`src/rtl/dmac_pkg.sv`:
```
package dmac_pkg;

    localparam logic [3:0] OFS_CMD     = 4'h8;
    localparam logic [3:0] OFS_SWREQ   = 4'h9;
    localparam logic [3:0] OFS_ONEMASK = 4'hA;
    localparam logic [3:0] OFS_MODE    = 4'hB;
    localparam logic [3:0] OFS_PTRCLR  = 4'hC;
    localparam logic [3:0] OFS_MCLR    = 4'hD;
    localparam logic [3:0] OFS_UNMASK  = 4'hE;
    localparam logic [3:0] OFS_ALLMASK = 4'hF;

    typedef enum logic [1:0] {
        XK_SINGLE  = 2'd0,
        XK_BLOCK   = 2'd1,
        XK_DEMAND  = 2'd2,
        XK_CASCADE = 2'd3
    } xfer_kind_e;

    typedef struct packed {
        xfer_kind_e kind;
        logic       mem_to_io;
    } ch_mode_t;

    typedef struct packed {
        logic chreg_wr;
        logic chreg_rd;
        logic cmd_wr;
        logic swreq_wr;
        logic onemask_wr;
        logic mode_wr;
        logic ptrclr_wr;
        logic mclr_wr;
        logic unmask_wr;
        logic allmask_wr;
        logic status_rd;
    } strobe_t;

endpackage

```
`src/rtl/dmac_decode.sv`:
```
module dmac_decode
    import dmac_pkg::*;
#(
    parameter int NUM_CH = 4
) (
    input  logic       sel,
    input  logic       wr,
    input  logic       rd,
    input  logic [3:0] addr,
    output strobe_t    stb
);

    localparam logic [3:0] CHREG_END = 4'(2 * NUM_CH);

    logic wr_acc;
    logic rd_acc;

    always_comb begin
        wr_acc = sel && wr;
        rd_acc = sel && rd && !wr;
        stb    = '0;
        if (addr < CHREG_END) begin
            stb.chreg_wr = wr_acc;
            stb.chreg_rd = rd_acc;
        end else begin
            unique case (addr)
                OFS_CMD: begin
                    stb.cmd_wr    = wr_acc;
                    stb.status_rd = rd_acc;
                end
                OFS_SWREQ:   stb.swreq_wr   = wr_acc;
                OFS_ONEMASK: stb.onemask_wr = wr_acc;
                OFS_MODE:    stb.mode_wr    = wr_acc;
                OFS_PTRCLR:  stb.ptrclr_wr  = wr_acc;
                OFS_MCLR:    stb.mclr_wr    = wr_acc;
                OFS_UNMASK:  stb.unmask_wr  = wr_acc;
                OFS_ALLMASK: stb.allmask_wr = wr_acc;
                default: ;
            endcase
        end
    end

endmodule

```
`src/rtl/dmac_chan.sv`:
```
module dmac_chan
    import dmac_pkg::*;
#(
    parameter int DW = 8
) (
    input  logic            clk,
    input  logic            rst_n,
    input  logic            we_addr,
    input  logic            we_cnt,
    input  logic            hi,
    input  logic [DW-1:0]   wdata,
    input  logic            step,
    input  logic            mode_we,
    input  ch_mode_t        mode_in,
    output logic [2*DW-1:0] base_addr,
    output logic [2*DW-1:0] base_cnt,
    output logic [2*DW-1:0] cur_addr,
    output logic [2*DW-1:0] cur_cnt,
    output ch_mode_t        mode
);

    localparam int RW = 2 * DW;

    typedef struct packed {
        logic [RW-1:0] base_a;
        logic [RW-1:0] base_c;
        logic [RW-1:0] cur_a;
        logic [RW-1:0] cur_c;
        ch_mode_t      mode;
    } chan_state_t;

    chan_state_t st_d, st_q;
    logic [RW-1:0] new_a, new_c;

    always_comb begin
        st_d  = st_q;
        new_a = st_q.base_a;
        new_c = st_q.base_c;
        if (hi) begin
            new_a[RW-1:DW] = wdata;
            new_c[RW-1:DW] = wdata;
        end else begin
            new_a[DW-1:0] = wdata;
            new_c[DW-1:0] = wdata;
        end
        if (step) begin
            st_d.cur_a = st_q.cur_a + RW'(1);
            st_d.cur_c = st_q.cur_c - RW'(1);
        end
        if (we_addr) begin
            st_d.base_a = new_a;
            st_d.cur_a  = new_a;
        end
        if (we_cnt) begin
            st_d.base_c = new_c;
            st_d.cur_c  = new_c;
        end
        if (mode_we) begin
            st_d.mode = mode_in;
        end
    end

    always_ff @(posedge clk) begin
        if (!rst_n) begin
            st_q <= '0;
        end else begin
            st_q <= st_d;
        end
    end

    assign base_addr = st_q.base_a;
    assign base_cnt  = st_q.base_c;
    assign cur_addr  = st_q.cur_a;
    assign cur_cnt   = st_q.cur_c;
    assign mode      = st_q.mode;

    AST_CUR_TRACKS_BASE: assert property (@(posedge clk) disable iff (!rst_n)
        we_addr |=> cur_addr == base_addr);

    AST_STEP_COUNTS: assert property (@(posedge clk) disable iff (!rst_n)
        (step && !we_addr && !we_cnt) |=>
            (cur_addr == $past(cur_addr) + RW'(1)) && (cur_cnt == $past(cur_cnt) - RW'(1)));

    AST_BASE_HOLDS: assert property (@(posedge clk) disable iff (!rst_n)
        (!we_addr && !we_cnt) |=> $stable(base_addr) && $stable(base_cnt));

endmodule

```
`src/rtl/dmac_regport.sv`:
```
module dmac_regport
    import dmac_pkg::*;
#(
    parameter int NUM_CH = 4,
    parameter int DW     = 8
) (
    input  logic                   clk,
    input  logic                   rst_n,
    input  logic                   io_sel,
    input  logic                   io_wr,
    input  logic                   io_rd,
    input  logic [3:0]             io_addr,
    input  logic [DW-1:0]          io_wdata,
    output logic [DW-1:0]          io_rdata,
    input  logic [NUM_CH-1:0]      dev_req,
    input  logic [NUM_CH-1:0]      xfer_step,
    output logic [NUM_CH-1:0]      chan_req,
    output logic [NUM_CH-1:0]      chan_mask,
    output logic [DW-1:0]          cmd_reg,
    output logic [NUM_CH*3-1:0]    chan_mode,
    output logic [NUM_CH*2*DW-1:0] base_addr_o,
    output logic [NUM_CH*2*DW-1:0] base_cnt_o,
    output logic [NUM_CH*2*DW-1:0] cur_addr_o,
    output logic [NUM_CH*2*DW-1:0] cur_cnt_o
);

    localparam int RW   = 2 * DW;
    localparam int CH_W = (NUM_CH > 1) ? $clog2(NUM_CH) : 1;

    typedef struct packed {
        logic              ptr;
        logic [DW-1:0]     cmd;
        logic [NUM_CH-1:0] mask;
        logic [NUM_CH-1:0] swreq;
    } ctl_state_t;

    ctl_state_t ctl_d, ctl_q;
    strobe_t    stb;

    logic [CH_W-1:0] sel_ch;
    logic            sel_cnt;
    logic [CH_W-1:0] wd_ch;
    ch_mode_t        mode_in;
    logic [RW-1:0]   cur_a_w [NUM_CH];
    logic [RW-1:0]   cur_c_w [NUM_CH];
    logic [RW-1:0]   rd_word;

    assign sel_ch  = io_addr[CH_W:1];
    assign sel_cnt = io_addr[0];
    assign wd_ch   = io_wdata[CH_W-1:0];
    assign mode_in = ch_mode_t'({io_wdata[4:3], io_wdata[2]});

    dmac_decode #(.NUM_CH(NUM_CH)) u_decode (
        .sel  (io_sel),
        .wr   (io_wr),
        .rd   (io_rd),
        .addr (io_addr),
        .stb  (stb)
    );

    for (genvar g = 0; g < NUM_CH; g++) begin : gen_ch
        ch_mode_t mode_g;

        dmac_chan #(.DW(DW)) u_chan (
            .clk       (clk),
            .rst_n     (rst_n),
            .we_addr   (stb.chreg_wr && (sel_ch == CH_W'(g)) && !sel_cnt),
            .we_cnt    (stb.chreg_wr && (sel_ch == CH_W'(g)) && sel_cnt),
            .hi        (ctl_q.ptr),
            .wdata     (io_wdata),
            .step      (xfer_step[g]),
            .mode_we   (stb.mode_wr && (wd_ch == CH_W'(g))),
            .mode_in   (mode_in),
            .base_addr (base_addr_o[g*RW +: RW]),
            .base_cnt  (base_cnt_o[g*RW +: RW]),
            .cur_addr  (cur_a_w[g]),
            .cur_cnt   (cur_c_w[g]),
            .mode      (mode_g)
        );

        assign cur_addr_o[g*RW +: RW] = cur_a_w[g];
        assign cur_cnt_o[g*RW +: RW]  = cur_c_w[g];
        assign chan_mode[g*3 +: 3]    = mode_g;
    end

    always_comb begin
        ctl_d = ctl_q;
        if (stb.chreg_wr || stb.chreg_rd) begin
            ctl_d.ptr = !ctl_q.ptr;
        end
        if (stb.ptrclr_wr) begin
            ctl_d.ptr = 1'b0;
        end
        if (stb.cmd_wr) begin
            ctl_d.cmd = io_wdata;
        end
        if (stb.swreq_wr) begin
            ctl_d.swreq[wd_ch] = io_wdata[2];
        end
        if (stb.onemask_wr) begin
            ctl_d.mask[wd_ch] = io_wdata[2];
        end
        if (stb.unmask_wr) begin
            ctl_d.mask = '0;
        end
        if (stb.allmask_wr) begin
            ctl_d.mask = io_wdata[NUM_CH-1:0];
        end
        if (stb.mclr_wr) begin
            ctl_d.ptr   = 1'b0;
            ctl_d.cmd   = '0;
            ctl_d.swreq = '0;
            ctl_d.mask  = '1;
        end
    end

    always_ff @(posedge clk) begin
        if (!rst_n) begin
            ctl_q       <= '0;
            ctl_q.mask  <= '1;
        end else begin
            ctl_q <= ctl_d;
        end
    end

    always_comb begin
        rd_word = '0;
        for (int i = 0; i < NUM_CH; i++) begin
            if (sel_ch == CH_W'(i)) begin
                rd_word = sel_cnt ? cur_c_w[i] : cur_a_w[i];
            end
        end
        io_rdata = '0;
        if (stb.chreg_rd) begin
            io_rdata = ctl_q.ptr ? rd_word[RW-1:DW] : rd_word[DW-1:0];
        end else if (stb.status_rd) begin
            io_rdata = DW'({dev_req, ctl_q.swreq});
        end
    end

    assign chan_req  = (dev_req | ctl_q.swreq) & ~ctl_q.mask;
    assign chan_mask = ctl_q.mask;
    assign cmd_reg   = ctl_q.cmd;

    AST_MCLR_STATE: assert property (@(posedge clk) disable iff (!rst_n)
        stb.mclr_wr |=> (chan_mask == '1) && (cmd_reg == '0) && !ctl_q.ptr);

    AST_PTR_CLEARED: assert property (@(posedge clk) disable iff (!rst_n)
        stb.ptrclr_wr |=> !ctl_q.ptr);

    AST_PTR_FLIPS: assert property (@(posedge clk) disable iff (!rst_n)
        (stb.chreg_wr || stb.chreg_rd) |=> ctl_q.ptr != $past(ctl_q.ptr));

    AST_ALLMASK_LOAD: assert property (@(posedge clk) disable iff (!rst_n)
        stb.allmask_wr |=> chan_mask == $past(io_wdata[NUM_CH-1:0]));

    AST_MASKED_SILENT: assert property (@(posedge clk) disable iff (!rst_n)
        $rose(chan_mask[0]) |-> !chan_req[0]);

    AST_IDLE_READ_ZERO: assert property (@(posedge clk) disable iff (!rst_n)
        (io_sel && io_rd && !io_wr && io_addr > OFS_CMD) |-> io_rdata == '0);

endmodule

```
`config.mk`:
```
export PLATFORM = sky130hd
export DESIGN_NAME = dmac_regport
export DESIGN_NICKNAME = d
export VERILOG_FILES = /design/src/rtl/dmac_pkg.sv /design/src/rtl/dmac_decode.sv /design/src/rtl/dmac_chan.sv /design/src/rtl/dmac_regport.sv
export SDC_FILE = /design/constraint.sdc
export NUM_CORES = 1
export LEC_CHECK = 0
export ABC_CLOCK_PERIOD_IN_PS = 2500
export BUFFER_PORTS_ARGS = -buffer_cell sky130_fd_sc_hd__buf_2
export CAP_MARGIN = 20
export CORE_MARGIN = 1.5
export CORE_UTILIZATION = 25
export CTS_BUF_LIST = sky130_fd_sc_hd__clkbuf_4 sky130_fd_sc_hd__clkbuf_8
export CTS_CLUSTER_SIZE = 24
export DETAILED_ROUTE_END_ITERATION = 12
export GPL_TIMING_DRIVEN = 1
export HOLD_SLACK_MARGIN = 0.1
export PLACE_DENSITY_LB_ADDON = 0.15
export RECOVER_POWER = 50
export SYNTH_ARGS = -nofsm -noshare
export SYNTH_HDL_FRONTEND = slang
export SYNTH_HIERARCHICAL = 1
export SYNTH_SLANG_ARGS = --single-unit
```
`constraint.sdc`:
```
create_clock -name clk -period 2.5 [get_ports clk]
set_clock_uncertainty 0.1 [all_clocks]
set_input_delay 0 -clock clk [delete_from_list [all_inputs] [get_ports clk]]
set_output_delay 0 -clock clk [all_outputs]
set_load 0.1 [all_outputs]
```
# [After elaboration in Yosys (flattened, before gate mapping)]
# Cells that the tools add are included.
# Widths: inputs -> output; s select.
[totals] regBits=285 latch_bits=0 ram_bits=0 mem_bits_ro=0 input_bits=25 out_inout_bits=292 elab_cells=151 memories=0
[op_classes] n_addsub=8 mul=0 div=0 n_lt_le_gt_ge=3 n_eq_ne=14 n_shift=0 mux=57 bitwise=4 reduce_logical=37
[op_table] op="$mux 16" n=16
[op_table] op="$mux 8" n=19
[op_table] op="$mux 32" n=4
[op_table] op="$add 16x1->16 const B" n=4
[op_table] op="$sub 16x1->16 const B" n=4
[op_table] op="$eq 4x4->1 const B" n=8
[op_table] op="$logic_and 1x1->1" n=20
[op_table] op="$reduce_bool 2->1" n=8
[op_table] op="$mux 4" n=3
[op_table] op="$mux 1" n=10
[op_table] op="$mux 9" n=1
[op_table] op="$bwmux 4" n=2
[op_table] op="$eq 2x2->1 const B" n=4
[op_table] op="$and 4x4->4" n=1
[op_table] op="$eq 2x1->1 const B" n=2
[op_table] op="$logic_not 2->1" n=2
[op_table] op="$lt 4x4->1 const B" n=1
[op_table] op="$not 4->4" n=1
[op_table] op="$or 4x4->4" n=1
[op_table] op="$logic_not 1->1" n=3
[op_table] op="$lt 2x3->1 const B" n=1
[op_table] op="$reduce_bool 3->1" n=1
[op_table] op="$reduce_or 3->1" n=1
[op_table] op="$demux 1 s2" n=1
[op_table] op="other kinds (5)" n=5

# [Logic depth before layout (Yosys ltp)]
[logic_depth] word_depth=8 depth_mapped=10 ltp_nobuf=8

# [Modules after synthesis]
# Netlist, hierarchy kept.
[modules_own_cells] mod="dmac_chan" instances=4 cells_each=379 area_per_inst_um2=3204.3 seq_area_each_um2=1341.3
[modules_own_cells] mod="dmac_regport" instances=1 cells_each=214 area_per_inst_um2=2100.8 seq_area_each_um2=340.3
[modules_own_cells] mod="dmac_decode" instances=1 cells_each=19 area_per_inst_um2=96.3 seq_area_each_um2=0.0

# [Least setup slack after synthesis]
# No wires, ideal clock.
[synth_timing] path_kind="reg2out" from="register gen_ch[1].u_chan.st_q (netlist bit gen_ch[1].u_chan/cur_addr[6])" to="output io_rdata[6]" arrival_ns=3.920 required_ns=2.400 slack_ns=-1.520 stages_incl_launch_ff=5 path_buffers=0 path_cell_list="dfxtp_1 -> mux4_2 -> nor2b_1 -> a211oi_1 -> a221oi_1"
[synth_between] elab_chain_len=6
[synth_lines] element="from (decl)" line_no="dmac_chan.sv:32" text="chan_state_t st_d, st_q;"
[synth_lines] element="from (signal assigned)" line_no="dmac_chan.sv:67" text="st_q <= st_d;"
[synth_lines] element="$mux 16" line_no="dmac_regport.sv:130" text="rd_word = sel_cnt ? cur_c_w[i] : cur_a_w[i];"
[synth_lines] element="$mux 16 (3 in a row)" line_no="dmac_regport.sv:129" text="if (sel_ch == CH_W'(i)) begin"
[synth_lines] element="$mux 8" line_no="dmac_regport.sv:135" text="io_rdata = ctl_q.ptr ? rd_word[RW-1:DW] : rd_word[DW-1:0];"
[synth_lines] element="$mux 8" line_no="dmac_regport.sv:134" text="if (stb.chreg_rd) begin"
[synth_lines] element="to (decl)" line_no="dmac_regport.sv:14" text="output logic [DW-1:0] io_rdata,"
# No other way between the ends.

# [Worst setup path in the final report]
[layout_timing] from="register gen_ch[0].u_chan.st_q (netlist bit gen_ch[0].u_chan/cur_addr[9])" to="output io_rdata[1]"
[layout_between] elab_chain_len=7
[layout_lines] element="from (decl)" line_no="dmac_chan.sv:32"
[layout_lines] element="from (signal assigned)" line_no="dmac_chan.sv:67"
[layout_lines] element="$mux 16" line_no="dmac_regport.sv:130"
[layout_lines] element="$mux 16 (4 in a row)" line_no="dmac_regport.sv:129"
[layout_lines] element="$mux 8" line_no="dmac_regport.sv:135"
[layout_lines] element="$mux 8" line_no="dmac_regport.sv:134"
# No other way between the ends.

==> metrics.txt <==
fill count 6,394; RSZ-0062 raised after global routing no; ANT cells 0; Tmin final 2.44 ns; vias in the first global route 14,288; DRC 22; Sequential Area 5770 um^2; 1st-pass router iterations 9; die width 248 um; number of max-cap violations 0; Worst setup SP type register; EDFF count, synth 0; clock-pin slew of the registers on the worst-case setup and hold paths 0.06 ns; Tightest Hold Check Type in -> reg; fin nets 2,136; register area share after synthesis 0.380; share of layout cells above drive strength 1 0.214; actual slew at the worst max-slew pin 1.29 ns; WP data required 2.40 ns; grt ovf 0; pin count of the biggest net entering global routing 79; cell area after placement 17,900 um^2; failing checks design-rule violations; Max Clk Rate 0.410 GHz; Placed Cells incl. Taps 2,786; vias 14,812; area delta synth->final 28.2%; Mapped Nets 1,782; post-route insts no fill 2,920; Starting Density 0.253; Setup TNS 0 ns; total track usage 0.220; # clock sinks 285; Routed Antenna Nets 0; fin area 19,300 um^2; DP Worst Slack 0.255 ns; Tot Pwr 14,400 uW; worst-path cell chain mux4_2 -> mux2i_1 -> a21oi_1 -> o21a_1 -> buf_4; top-count cell post-synth dfxtp_1; vias per cell 5.07; Leak Pwr 0.00712 uW; dominant cell type by area after synthesis dfxtp_1; Max FO, Critical Path 5; Hold Startpoint io_wdata[4]; largest cells by area after synthesis dfxtp_1, mux2i_1, a21oi_1, nor2_1, xnor2_1; Worst slew margin 0.146; initial antenna violation count 1; final wirelength 69,600 um; CTS buffer count 56; cell area after synthesis 15,000 um^2; IO Pins 317; Peak VDD IR 339 uV; Yosys reg bits 285; Power Density 746 nW/um^2; Post-Synthesis Cells 1,749; commonest cells in the netlist dfxtp_1, nor2_1, a21oi_1; Root Driver clkbuf_8; area share of the largest cell type after synthesis 0.380; critical path arrival 2.34 ns; endpoints failing setup 0; port buffer count 316; row count 89; initial drt markers 1,124; die area 61,500 um^2; Final Hold Fails 0; syn_area_per_cell 8.58 um^2; GP Congestion 0.872; Worst Setup SP gen_ch[0].u_chan/cur_addr[9]; Ys Warns 6; ys flop type dfxtp_1; CP Class reg -> out; status finished with violations; asr flop ratio synth 0; Final Max Slew Viols 0; CP endpoint kind output port; Die Span Y 248 um; final period utilization 0.977; CTS tree done; wire length per cell 23.8 um; CTS max path bufs 3; area of the multi-input gates 8640 um^2; reg2reg start ctl_q[16]; worst skew pair latency 0.65 ns; critical path's slowest cell mux4_2; synth unique cells 60; htree depth 2; core area 59,200 um^2; CP Buf/Inv Count 1; first-pass GRT wire length 98,700 um; delay-heaviest family, CP multiplexers; detailed placement HPWL 52,200 um; CP max stage delay 0.52 ns; Worst Slack Setup Final 0.0580 ns
-- metrics by stage --
stage,utilization,hold slack (ns)
2_1_floorplan,-,0.0228
3_3_place_gp,0.302,0.326
3_5_place_dp,0.302,0.335
4_1_cts,0.329,0.105
5_1_grt,0.325,0.213
6_report,0.325,0.187
-- cell families (layout without fill, tap and decap cells) --
| kind of cell | Yosys count | in the layout | share of synthesized area |
|---|---|---|---|
| simple gates | 640 | 640 | 0.215 |
| buf+inv | 171 | 569 | 0.0502 |
| fa+ha+maj | 8 | 8 | 0.00667 |
| compound gates | 392 | 392 | 0.161 |
| xor+xnor | 97 | 97 | 0.0566 |
| flops | 285 | 285 | 0.380 |
| mux | 156 | 156 | 0.131 |
-- cell type report --
cell class              count  area share
flip-flops and latches    285       0.300
well taps                 773      0.0502
multi-input cells        1293       0.449
clock buffers              86      0.0569
repair buffers            413       0.126
inverters                  54      0.0105
clock inverters            16     0.00812
-- routing by layer --
metal	share of wire	wire length, um	global-route usage	vias to the layer above
met3	0.081	5670	0.0586	120
met4	0.034	2350	0.0807	0
met1	0.43	30000	0.285	7231
met5	0	0	0	-
li1	-	-	-	6966
met2	0.45	31500	0.348	495
-- worst paths after layout --
check | endpoint | slack [ns] | depth (start not counted)
worst max-delay path | io_rdata[1] | 0.06 | 5
worst min-delay path | gen_ch[1].u_chan/base_addr[4] | 0.19 | 4
worst max register to register | gen_ch[0].u_chan/base_addr[10] | 0.09 | 5
worst min register to register | gen_ch[2].u_chan/base_cnt[14] | 0.38 | 2
-- worst min-delay path, stage by stage --
cell	delay, ns
dlygate4sd3_1	0.52
buf_2	0.21
mux2i_1	0.10
nor2_1	0.08
-- power by group --
| part | internal [uW] | switching, uW | leakage (uW) |
|---|---|---|---|
| combinational | 949 | 2810 | 0.00411 |
| sequential | 4780 | 507 | 0.00233 |
| clock | 3090 | 2220 | 0.000676 |
| total | 8820 | 5550 | 0.00712 |
-- cells in the final DEF (no fill, tap or decap), types with 30 or more instances in the layout --
| cell type | instances |
|---|---|
| inv_1 | 51 |
| dlygate4sd3_1 | 30 |
| clkbuf_8 | 72 |
| o21ai_0 | 81 |
| xnor2_1 | 68 |
| clkbuf_1 | 168 |
| nand2_1 | 152 |
| nor2b_1 | 31 |
| mux2i_1 | 100 |
| nor2_1 | 175 |
| dfxtp_1 | 236 |
| a21oi_1 | 162 |
| dfxtp_2 | 48 |
| buf_2 | 145 |
| nand2b_1 | 37 |
| nor3_1 | 45 |
| nand3_1 | 91 |
| buf_4 | 47 |
| a211oi_1 | 36 |
-- timing repair --
action,CTS,global route
hold endpoints to repair,280,0
setup endpoints to repair,5,6
hold buffers,31,0
pin swaps,0,0
buffers inserted,1,0
resized for setup,15,11
No activity file was read; power rests on OpenSTA's default activity.
